==> src/rtl/mbt_pkg.sv <==
package mbt_pkg;

    // Bus strobes after conversion to active-high form
    typedef struct packed {
        logic cs;
        logic adv;
        logic oe;
        logic we;
    } strobes_t;

    // Progress of the read lookup inside one access
    typedef enum logic [1:0] {
        RD_IDLE  = 2'd0,
        RD_WAIT  = 2'd1,
        RD_READY = 2'd2
    } rd_phase_t;

    localparam int unsigned STROBE_COUNT = $bits(strobes_t);

endpackage

==> src/rtl/mbt_sync.sv <==
module mbt_sync #(
    parameter int unsigned N      = 4,
    parameter int unsigned STAGES = 2
) (
    input  logic         clk,
    input  logic         rst,
    input  logic [N-1:0] d,
    output logic [N-1:0] q
);
    logic [N-1:0] pipe [STAGES];

    for (genvar s = 0; s < STAGES; s++) begin : g_stage
        always_ff @(posedge clk) begin
            if (rst) begin
                pipe[s] <= '1;          // idle level of active-low pins
            end else if (s == 0) begin
                pipe[s] <= d;
            end else begin
                pipe[s] <= pipe[(s == 0) ? 0 : s-1];
            end
        end
    end

    assign q = pipe[STAGES-1];
endmodule

==> src/rtl/mbt_regbank.sv <==
module mbt_regbank #(
    parameter int unsigned DW    = 16,
    parameter int unsigned WORDS = 16
) (
    input  logic          clk,
    input  logic          rst,
    input  logic          wr_en,
    input  logic [DW-1:0] wr_addr,
    input  logic [DW-1:0] wr_data,
    input  logic [DW-1:0] rd_addr,
    output logic [DW-1:0] rd_data
);
    localparam int unsigned IW = $clog2(WORDS);

    logic [DW-1:0] mem [WORDS];
    logic          wr_hit;
    logic          rd_hit;

    // WORDS is a power of two: the address hits when all bits above the index are zero
    assign wr_hit = (wr_addr >> IW) == '0;
    assign rd_hit = (rd_addr >> IW) == '0;

    for (genvar i = 0; i < WORDS; i++) begin : g_word
        always_ff @(posedge clk) begin
            if (rst) begin
                mem[i] <= '0;
            end else if (wr_en && wr_hit && (wr_addr[IW-1:0] == IW'(i))) begin
                mem[i] <= wr_data;
            end
        end
    end

    assign rd_data = rd_hit ? mem[rd_addr[IW-1:0]] : '0;
endmodule

==> src/rtl/mbt_rdpath.sv <==
module mbt_rdpath
    import mbt_pkg::*;
#(
    parameter int unsigned DW     = 16,
    parameter int unsigned RD_LAT = 4
) (
    input  logic          clk,
    input  logic          rst,
    input  logic          cs_act,
    input  logic          cap_fire,
    input  logic [DW-1:0] cap_addr,
    input  logic [DW-1:0] lk_data,
    output logic [DW-1:0] addr_q,
    output logic          bus_wait,
    output logic          rd_valid,
    output logic [DW-1:0] rd_data
);
    localparam int unsigned CW = (RD_LAT > 1) ? $clog2(RD_LAT) : 1;

    rd_phase_t     phase;
    logic [CW-1:0] cnt;

    always_ff @(posedge clk) begin
        if (rst) begin
            phase   <= RD_IDLE;
            cnt     <= '0;
            addr_q  <= '0;
            rd_data <= '0;
        end else if (!cs_act) begin
            phase <= RD_IDLE;
        end else if (cap_fire) begin
            addr_q <= cap_addr;
            cnt    <= CW'(RD_LAT - 1);
            phase  <= RD_WAIT;
        end else if (phase == RD_WAIT) begin
            if (cnt == '0) begin
                rd_data <= lk_data;
                phase   <= RD_READY;
            end else begin
                cnt <= cnt - 1'b1;
            end
        end
    end

    assign bus_wait = (phase == RD_WAIT);
    assign rd_valid = (phase == RD_READY);

    // a captured address always opens a wait window
    p_wait_after_capture_r7: assert property (@(posedge clk) disable iff (rst)
        cap_fire |=> bus_wait);

    // data becomes ready only after a lookup that waited
    p_ready_after_wait_r5: assert property (@(posedge clk) disable iff (rst)
        $rose(rd_valid) |-> $past(bus_wait));

    // chip-select release cancels any pending or ready read
    p_cs_cancel_r10: assert property (@(posedge clk) disable iff (rst)
        !cs_act |=> (!bus_wait && !rd_valid));
endmodule

==> src/rtl/muxbus_target.sv <==
module muxbus_target
    import mbt_pkg::*;
#(
    parameter int unsigned DW          = 16,
    parameter int unsigned WORDS       = 16,
    parameter int unsigned RD_LAT      = 4,
    parameter int unsigned SYNC_STAGES = 2
) (
    input  logic          clk,
    input  logic          rst,
    input  logic          bus_cs_n,
    input  logic          bus_adv_n,
    input  logic          bus_oe_n,
    input  logic          bus_we_n,
    input  logic [DW-1:0] ad_in,
    output logic [DW-1:0] ad_out,
    output logic          ad_drive,
    output logic          bus_wait
);
    logic [STROBE_COUNT-1:0] syn_n;
    strobes_t                act;
    strobes_t                act_d;
    logic                    cap_fire;
    logic                    wr_fire;
    logic [DW-1:0]           addr_q;
    logic [DW-1:0]           lk_data;
    logic [DW-1:0]           rd_data;
    logic                    rd_valid;

    mbt_sync #(.N(STROBE_COUNT), .STAGES(SYNC_STAGES)) u_sync (
        .clk (clk),
        .rst (rst),
        .d   ({bus_cs_n, bus_adv_n, bus_oe_n, bus_we_n}),
        .q   (syn_n)
    );

    assign act = strobes_t'(~syn_n);

    always_ff @(posedge clk) begin
        if (rst) begin
            act_d <= '0;
        end else begin
            act_d <= act;
        end
    end

    // Deassertion edges, qualified by chip select
    assign cap_fire = act.cs && act_d.adv && !act.adv;
    assign wr_fire  = act.cs && act_d.we  && !act.we;

    mbt_rdpath #(.DW(DW), .RD_LAT(RD_LAT)) u_rdpath (
        .clk      (clk),
        .rst      (rst),
        .cs_act   (act.cs),
        .cap_fire (cap_fire),
        .cap_addr (ad_in),
        .lk_data  (lk_data),
        .addr_q   (addr_q),
        .bus_wait (bus_wait),
        .rd_valid (rd_valid),
        .rd_data  (rd_data)
    );

    mbt_regbank #(.DW(DW), .WORDS(WORDS)) u_bank (
        .clk     (clk),
        .rst     (rst),
        .wr_en   (wr_fire),
        .wr_addr (addr_q),
        .wr_data (ad_in),
        .rd_addr (addr_q),
        .rd_data (lk_data)
    );

    assign ad_drive = act.cs && act.oe && !act.we;
    assign ad_out   = (ad_drive && rd_valid) ? rd_data : '0;

    // pins show zero, never older data, while the host is held off
    p_drive_zero_r9: assert property (@(posedge clk) disable iff (rst)
        (ad_drive && bus_wait) |-> (ad_out == '0));
endmodule

==> config.mk <==
export PLATFORM = sky130hd
export DESIGN_NAME = muxbus_target
export DESIGN_NICKNAME = d
export VERILOG_FILES = /design/src/rtl/mbt_pkg.sv /design/src/rtl/mbt_sync.sv /design/src/rtl/mbt_regbank.sv /design/src/rtl/mbt_rdpath.sv /design/src/rtl/muxbus_target.sv
export SDC_FILE = /design/constraint.sdc
export NUM_CORES = 1
export LEC_CHECK = 0
export ABC_CLOCK_PERIOD_IN_PS = 5100
export BUFFER_PORTS_ARGS = -buffer_cell sky130_fd_sc_hd__buf_2
export CAP_MARGIN = 20
export CORE_MARGIN = 5
export CORE_UTILIZATION = 35
export CTS_BUF_LIST = sky130_fd_sc_hd__clkbuf_2 sky130_fd_sc_hd__clkbuf_4 sky130_fd_sc_hd__clkbuf_8
export CTS_CLUSTER_DIAMETER = 40
export CTS_CLUSTER_SIZE = 30
export DETAILED_ROUTE_END_ITERATION = 12
export SLEW_MARGIN = 20
export SYNTH_ARGS = -nofsm -noshare
export SYNTH_HDL_FRONTEND = slang
export SYNTH_HIERARCHICAL = 1
export SYNTH_SLANG_ARGS = --single-unit
==> constraint.sdc <==
create_clock -name clk -period 5.1 [get_ports clk]
set_input_delay 1.02 -clock clk [delete_from_list [all_inputs] [get_ports clk]]
set_output_delay 1.02 -clock clk [all_outputs]
set_load 0.01 [all_outputs]
# After elaboration in Yosys (flattened, before gate mapping)
# Memories as Yosys holds them, arrays and structs flattened. A register that Yosys moved wholly into a read port is not among the register bits.
# Index checks and enable logic that the tools add are counted.
[classes]
addsub = 1
eq_ne = 18
n_mux = 79
bitwise = 21
n_reduce_logical = 38
[ops]
columns = ["operator", "n"]
rows = [
  ["16-bit 2-to-1 mux", 18],
  ["1-bit 2-to-1 mux", 54],
  ["4-bit == test, second input constant", 8],
  ["1-bit logical AND", 24],
  ["1-bit bitwise OR", 18],
  ["4-bit by 3-bit == test with 1-bit output, second input constant", 4],
  ["16-bit logical NOT", 1],
  ["4-bit 2-to-1 mux", 4],
  ["4-bit by 2-bit == test with 1-bit output, second input constant", 2],
  ["2-bit 2-to-1 mux", 3],
  ["2-bit AND reduction", 3],
  ["4-bit by 1-bit == test with 1-bit output, second input constant", 1],
  ["4-bit logical NOT", 1],
  ["4-bit NOT", 1],
  ["4-bit AND reduction", 1],
  ["2-bit nonzero test", 2],
  ["3-bit AND reduction", 1],
  ["3-bit OR reduction", 1],
  ["2-bit by 1-bit == test with 1-bit output, second input constant", 1],
  ["2-bit == test, second input constant", 1],
  ["1-bit logical NOT", 2],
  ["2-bit logical NOT", 1],
  ["2-bit != test, second input constant", 1],
  ["1-bit NOT", 2],
  ["other kinds (2)", 2],
]
[totals]
ff_bits = 38
mem_bits_rw = 264
in_bits = 22
elab_cells = 166
mem_count = 2
[memory_table]
columns = ["memory", "words", "width", "rd", "rd_ports_with_merged_regs", "write_ports", "line_no", "source"]
rows = [
  ["u_bank.mem", 16, 16, 1, 1, 16, "mbt_regbank.sv:15", "logic [DW-1:0] mem [WORDS];"],
  ["u_sync.pipe", 2, 4, 2, 0, 2, "mbt_sync.sv:10", "logic [N-1:0] pipe [STAGES];"],
]

# Depth between registers and ports, before layout
# An unclocked memory read counts as a cell.
[depth]
depth_word = 10
depth_mapped = 8

# Cells and area by module
# Netlist, hierarchy kept.
[by_module_without_submodules]
columns = ["mod", "n_inst", "cells_per_inst", "area_each_um2"]
rows = [
  ["mbt_regbank", 1, 808, 12364.4],
  ["mbt_rdpath", 1, 164, 1502.7],
  ["muxbus_target", 1, 26, 215.2],
  ["mbt_sync", 1, 16, 210.2],
]

# Least setup slack after synthesis
# OpenSTA, ideal clock, no wires.
[synth_path]
path_kind = "register -> register"
startpoint = "memory u_sync.pipe[1][3]"
endpoint = "memory u_bank.mem[0][0] (enable)"
setup_ns = 0.392
arrival_time_ns = 2.199
required_time_ns = 4.708
slack_ns = 2.508
stages_incl_launch_ff = 9
path_buffers = 3
synth_period_minus_slack_ns = 2.592
cell_sequence = "dfxtp_1 -> inv_1 -> and3_1 -> nor4b_2 -> nand4_1 -> buf_2 -> buf_6 -> clkbuf_1 -> o21bai_1"
[synth_lines]
columns = ["item", "line_no"]
rows = [
  ["start, declared", "mbt_sync.sv:10"],
  ["end, declared", "mbt_regbank.sv:15"],
]

==> results_dict.tcl <==
set metrics [dict create \
    synth_compound_area_frac 0.02285 \
    min_period_over_period 0.6037 \
    worst-endpoint-arrival_ps 3340 \
    hold-worst-slack_ps 410.6 \
    cp_max_stage_cell "sky130_fd_sc_hd__o21bai_1" \
    reg2reg_to "u_bank/mem[0][1]$_SDFFCE_PN0P_" \
    post_synth_inst_count 1014 \
    tritoncts_clock_tree "done" \
    clock.fmax_ghz 0.3248 \
    synth-edff-count 256 \
    worst_path_required_ps 5360 \
    crit_chain "buf_4 > nor2_1 > nand2_1 > o21bai_1 > buf_4" \
    hpwl_um 22660 \
    muxShareOfSynthArea 0.1345 \
    clock-root-buffer "sky130_fd_sc_hd__clkbuf_8" \
    pwr_density_cell_nw_per_um2 311.8 \
    postCtsSetupBuffers 0 \
    finalClockSkew_ps 39.24 \
    power.switching_fraction 0.2434 \
    detailedRoute.firstPassIterationCount 7 \
    r2r-start "u_rdpath/addr_q[2]$_SDFFE_PP0P_" \
    cp_max_fo 39 \
    min_period_ps 3079 \
    post_synth_main_area_contributors "sky130_fd_sc_hd__edfxtp_1, sky130_fd_sc_hd__mux4_2, sky130_fd_sc_hd__nor4_1" \
    yosysWarnings 6 \
    placeableCoreArea_um2 40650 \
    crit_path_start_kind "flop" \
    grt_setup_unrepaired "no" \
    cap_violations 0 \
    drtAntennaViolNets 0 \
    syn_area_per_cell_um2 14.10 \
    post_route_cells_drive_above_1_share 0.2683 \
    worst_r2r_path_depth 5 \
    report.final.setup_viol 0 \
    viasPerCell 5.864 \
    slowest_delay_ps 740 \
    critical_path.top_delay_family "compound AO/OA/AOI/OAI gates" \
    regToRegSetupSlack_ps 2020 \
    chipHeight_um 212.1 \
    mappedNetlistArea_um2 14290 \
    gr-usage-all-layers 0.1685 \
    cts_hold_buf 0 \
    placementRows 74 \
    placed_cells 1493 \
    clock_power_share 0.385 \
    drtIter0Drc 910 \
    setup.worst_path.end_class "flop" \
    grt_overflow_total 0 \
    insertedDiodeCount 0 \
    timing.final.ws_setup_ps 2021 \
    timing.max_slew.rel_slack 0.3188 \
    count_of_port_buffers_added_during_placement 39 \
    design.die.area_um2 44980 \
    intPower_mw 3.691 \
    min_path_type "reg -> reg" \
    static_leakage_nw 4.637 \
    timing_worst_slew_pin_value_ps 1019 \
    netlist.area_leader.share 0.5379 \
    yosys_most_used_dff "sky130_fd_sc_hd__edfxtp_1" \
    finalPower_mw 4.878 \
    worstHoldPathCells 1 \
    setup.worst_path.class "reg -> reg" \
    final_max_slew_viols 0 \
    synth_cell_type_count 40 \
    grt_max_degree 126 \
    layoutNonFillerInstCount 1557 \
    hold-path-endpoint "act_d[2]$_SDFF_PP0_" \
    ios 40 \
    post-route-util 0.3849 \
    synthToLayoutAreaGrowth_pct 9.463 \
    placement.setup.worst_slack_ps 2120 \
    clock_path_buffers 3 \
    largest_family_of_logic_cells_by_synthesized_area "simple AND/OR/NAND/NOR gates" \
    crit_buf_inv 2 \
    comb_power_share 0.050 \
    dpl-instance-area_um2 14860 \
    post-synth-top-count-cell "sky130_fd_sc_hd__edfxtp_1" \
    grt_antenna_before_repair 1 \
    synth-simple-area-share 0.1889 \
    design_area_um2 15650 \
    clk-insertion-delay-late_ps 570 \
    first_global_vias 9239 \
    drt-wirelength-per-cell_um 24.54 \
    nNetsFinal 1023 \
    post_synthesis_share_of_cell_area_spent_on_xor_and_xnor_gates 0.0006128 \
    cts_inserted_buffers 36 \
    power.net_switching_mw 1.187 \
    timing.critical_path.mode_cell "sky130_fd_sc_hd__buf_4" \
    global_route_wire_length_before_repair_um 58190 \
    synth_commonest_cells "sky130_fd_sc_hd__edfxtp_1, sky130_fd_sc_hd__nor4_1, sky130_fd_sc_hd__clkbuf_1, sky130_fd_sc_hd__mux4_2" \
    gpl.final_weighted_congestion 0.7682 \
    clock_sink_count 302 \
    route.detailed.drc 0 \
    peakVddDrop_v 0.0001583 \
    synthAdderAreaFrac 0.001751 \
    power.share.sequential 0.565 \
    route.vias.total 9131 \
    hold_start "u_sync/pipe[1][2]$_SDFF_PP1_" \
    yosysSeqAreaShare 0.6023 \
    cts_repair_resize_count 0 \
    outcome "finished, final reports clean" \
    ctsHtreeMaxLevel 2 \
    dieWidth_um 212.1 \
    hold_viol_final 0 \
    routed_wl_um 38210 \
    asyncSetResetFlopFracSynth 0 \
    yosys_register_bits 302 \
    postSynthNetCount 1038 \
    synth_top_area_cell "sky130_fd_sc_hd__edfxtp_1" \
    clk_transition_reported_paths_ps 90 \
    fin_tns_setup_ps 0 \
    effective_utilization_at_floorplan 0.3516 \
]
[cells by family after synthesis]
logic type / count (synthesis)
flops: 302
simple gates: 395
compound gates: 52
fa+ha+maj: 2
buf+inv: 150
mux: 112
xor+xnor: 1
[cell usage in the layout (no fill, tap or decap), drive strengths merged, types with 3 or more instances in the layout]
| master | synthesis | routed |
|---|---|---|
| a21oi | 18 | 18 |
| dfxtp | 46 | 46 |
| bufinv | 0 | 3 |
| inv | 19 | 27 |
| clkinvlp | 0 | 3 |
| mux2i | 48 | 48 |
| nor2 | 8 | 8 |
| nand2 | 42 | 42 |
| nor2b | 5 | 5 |
| nand3 | 6 | 6 |
| or2 | 8 | 8 |
| nand4 | 3 | 3 |
| edfxtp | 256 | 256 |
| nor4 | 260 | 260 |
| nand2b | 34 | 34 |
| o21bai | 16 | 16 |
| mux4 | 64 | 64 |
| clkinv | 0 | 11 |
| clkbuf | 72 | 39 |
| o22ai | 16 | 16 |
| and2 | 17 | 17 |
| buf | 59 | 78 |
[flip-flops by register name, indices dropped and copies added, names as in the netlist]
signal and count:
u_rdpath/rd_data 16, u_sync/pipe 8, u_rdpath/phase 2, u_bank/mem 256, act_d 2, u_rdpath/addr_q 16, u_rdpath/cnt 2
[power groups by stage]
stage,sequential [mW],combinational [mW],clock (mW)
after floorplan,2.80,0.145,0
after global routing,2.76,0.255,2.02
after global placement,2.81,0.238,0
after detailed placement,2.81,0.242,0
final,2.76,0.243,1.88
after CTS,2.76,0.242,1.92
[routing by layer]
| layer | GRT usage | up-vias | share of wire |
|---|---|---|---|
| li1 | - | 4056 | - |
| met1 | 0.2264 | 4641 | 0.41 |
| met2 | 0.2746 | 369 | 0.48 |
| met3 | 0.03320 | 63 | 0.073 |
| met4 | 0.05931 | 2 | 0.029 |
| met5 | 0 | - | 0.00018 |
[layout make-up]
| type | count | area (µm²) |
|---|---|---|
| clock buffers | 39 | 524.3 |
| clock inverters | 25 | 261.5 |
| fillers | 3801 | 25000 |
| inverters | 19 | 71.32 |
| multi-input cells | 562 | 4982 |
| flip-flops and latches | 302 | 8617 |
| well taps | 532 | 665.6 |
| repair buffers | 78 | 523.0 |
[how the worst max path moves through the flow]
stage / startpoint / endpoint / depth (start not counted)
after floorplan: u_sync/pipe[1][3]$_SDFF_PP1_ / u_bank/mem[0][0]$_SDFFCE_PN0P_ / 8
after global placement: u_rdpath/addr_q[2]$_SDFFE_PP0P_ / u_bank/mem[2][6]$_SDFFCE_PN0P_ / 5
after detailed placement: u_rdpath/addr_q[2]$_SDFFE_PP0P_ / u_bank/mem[0][1]$_SDFFCE_PN0P_ / 5
after CTS: u_rdpath/addr_q[2]$_SDFFE_PP0P_ / u_bank/mem[0][1]$_SDFFCE_PN0P_ / 5
after global routing: u_rdpath/addr_q[2]$_SDFFE_PP0P_ / u_bank/mem[0][15]$_SDFFCE_PN0P_ / 5
final: u_rdpath/addr_q[2]$_SDFFE_PP0P_ / u_bank/mem[0][1]$_SDFFCE_PN0P_ / 5
(Power assumes the default switching activity.)
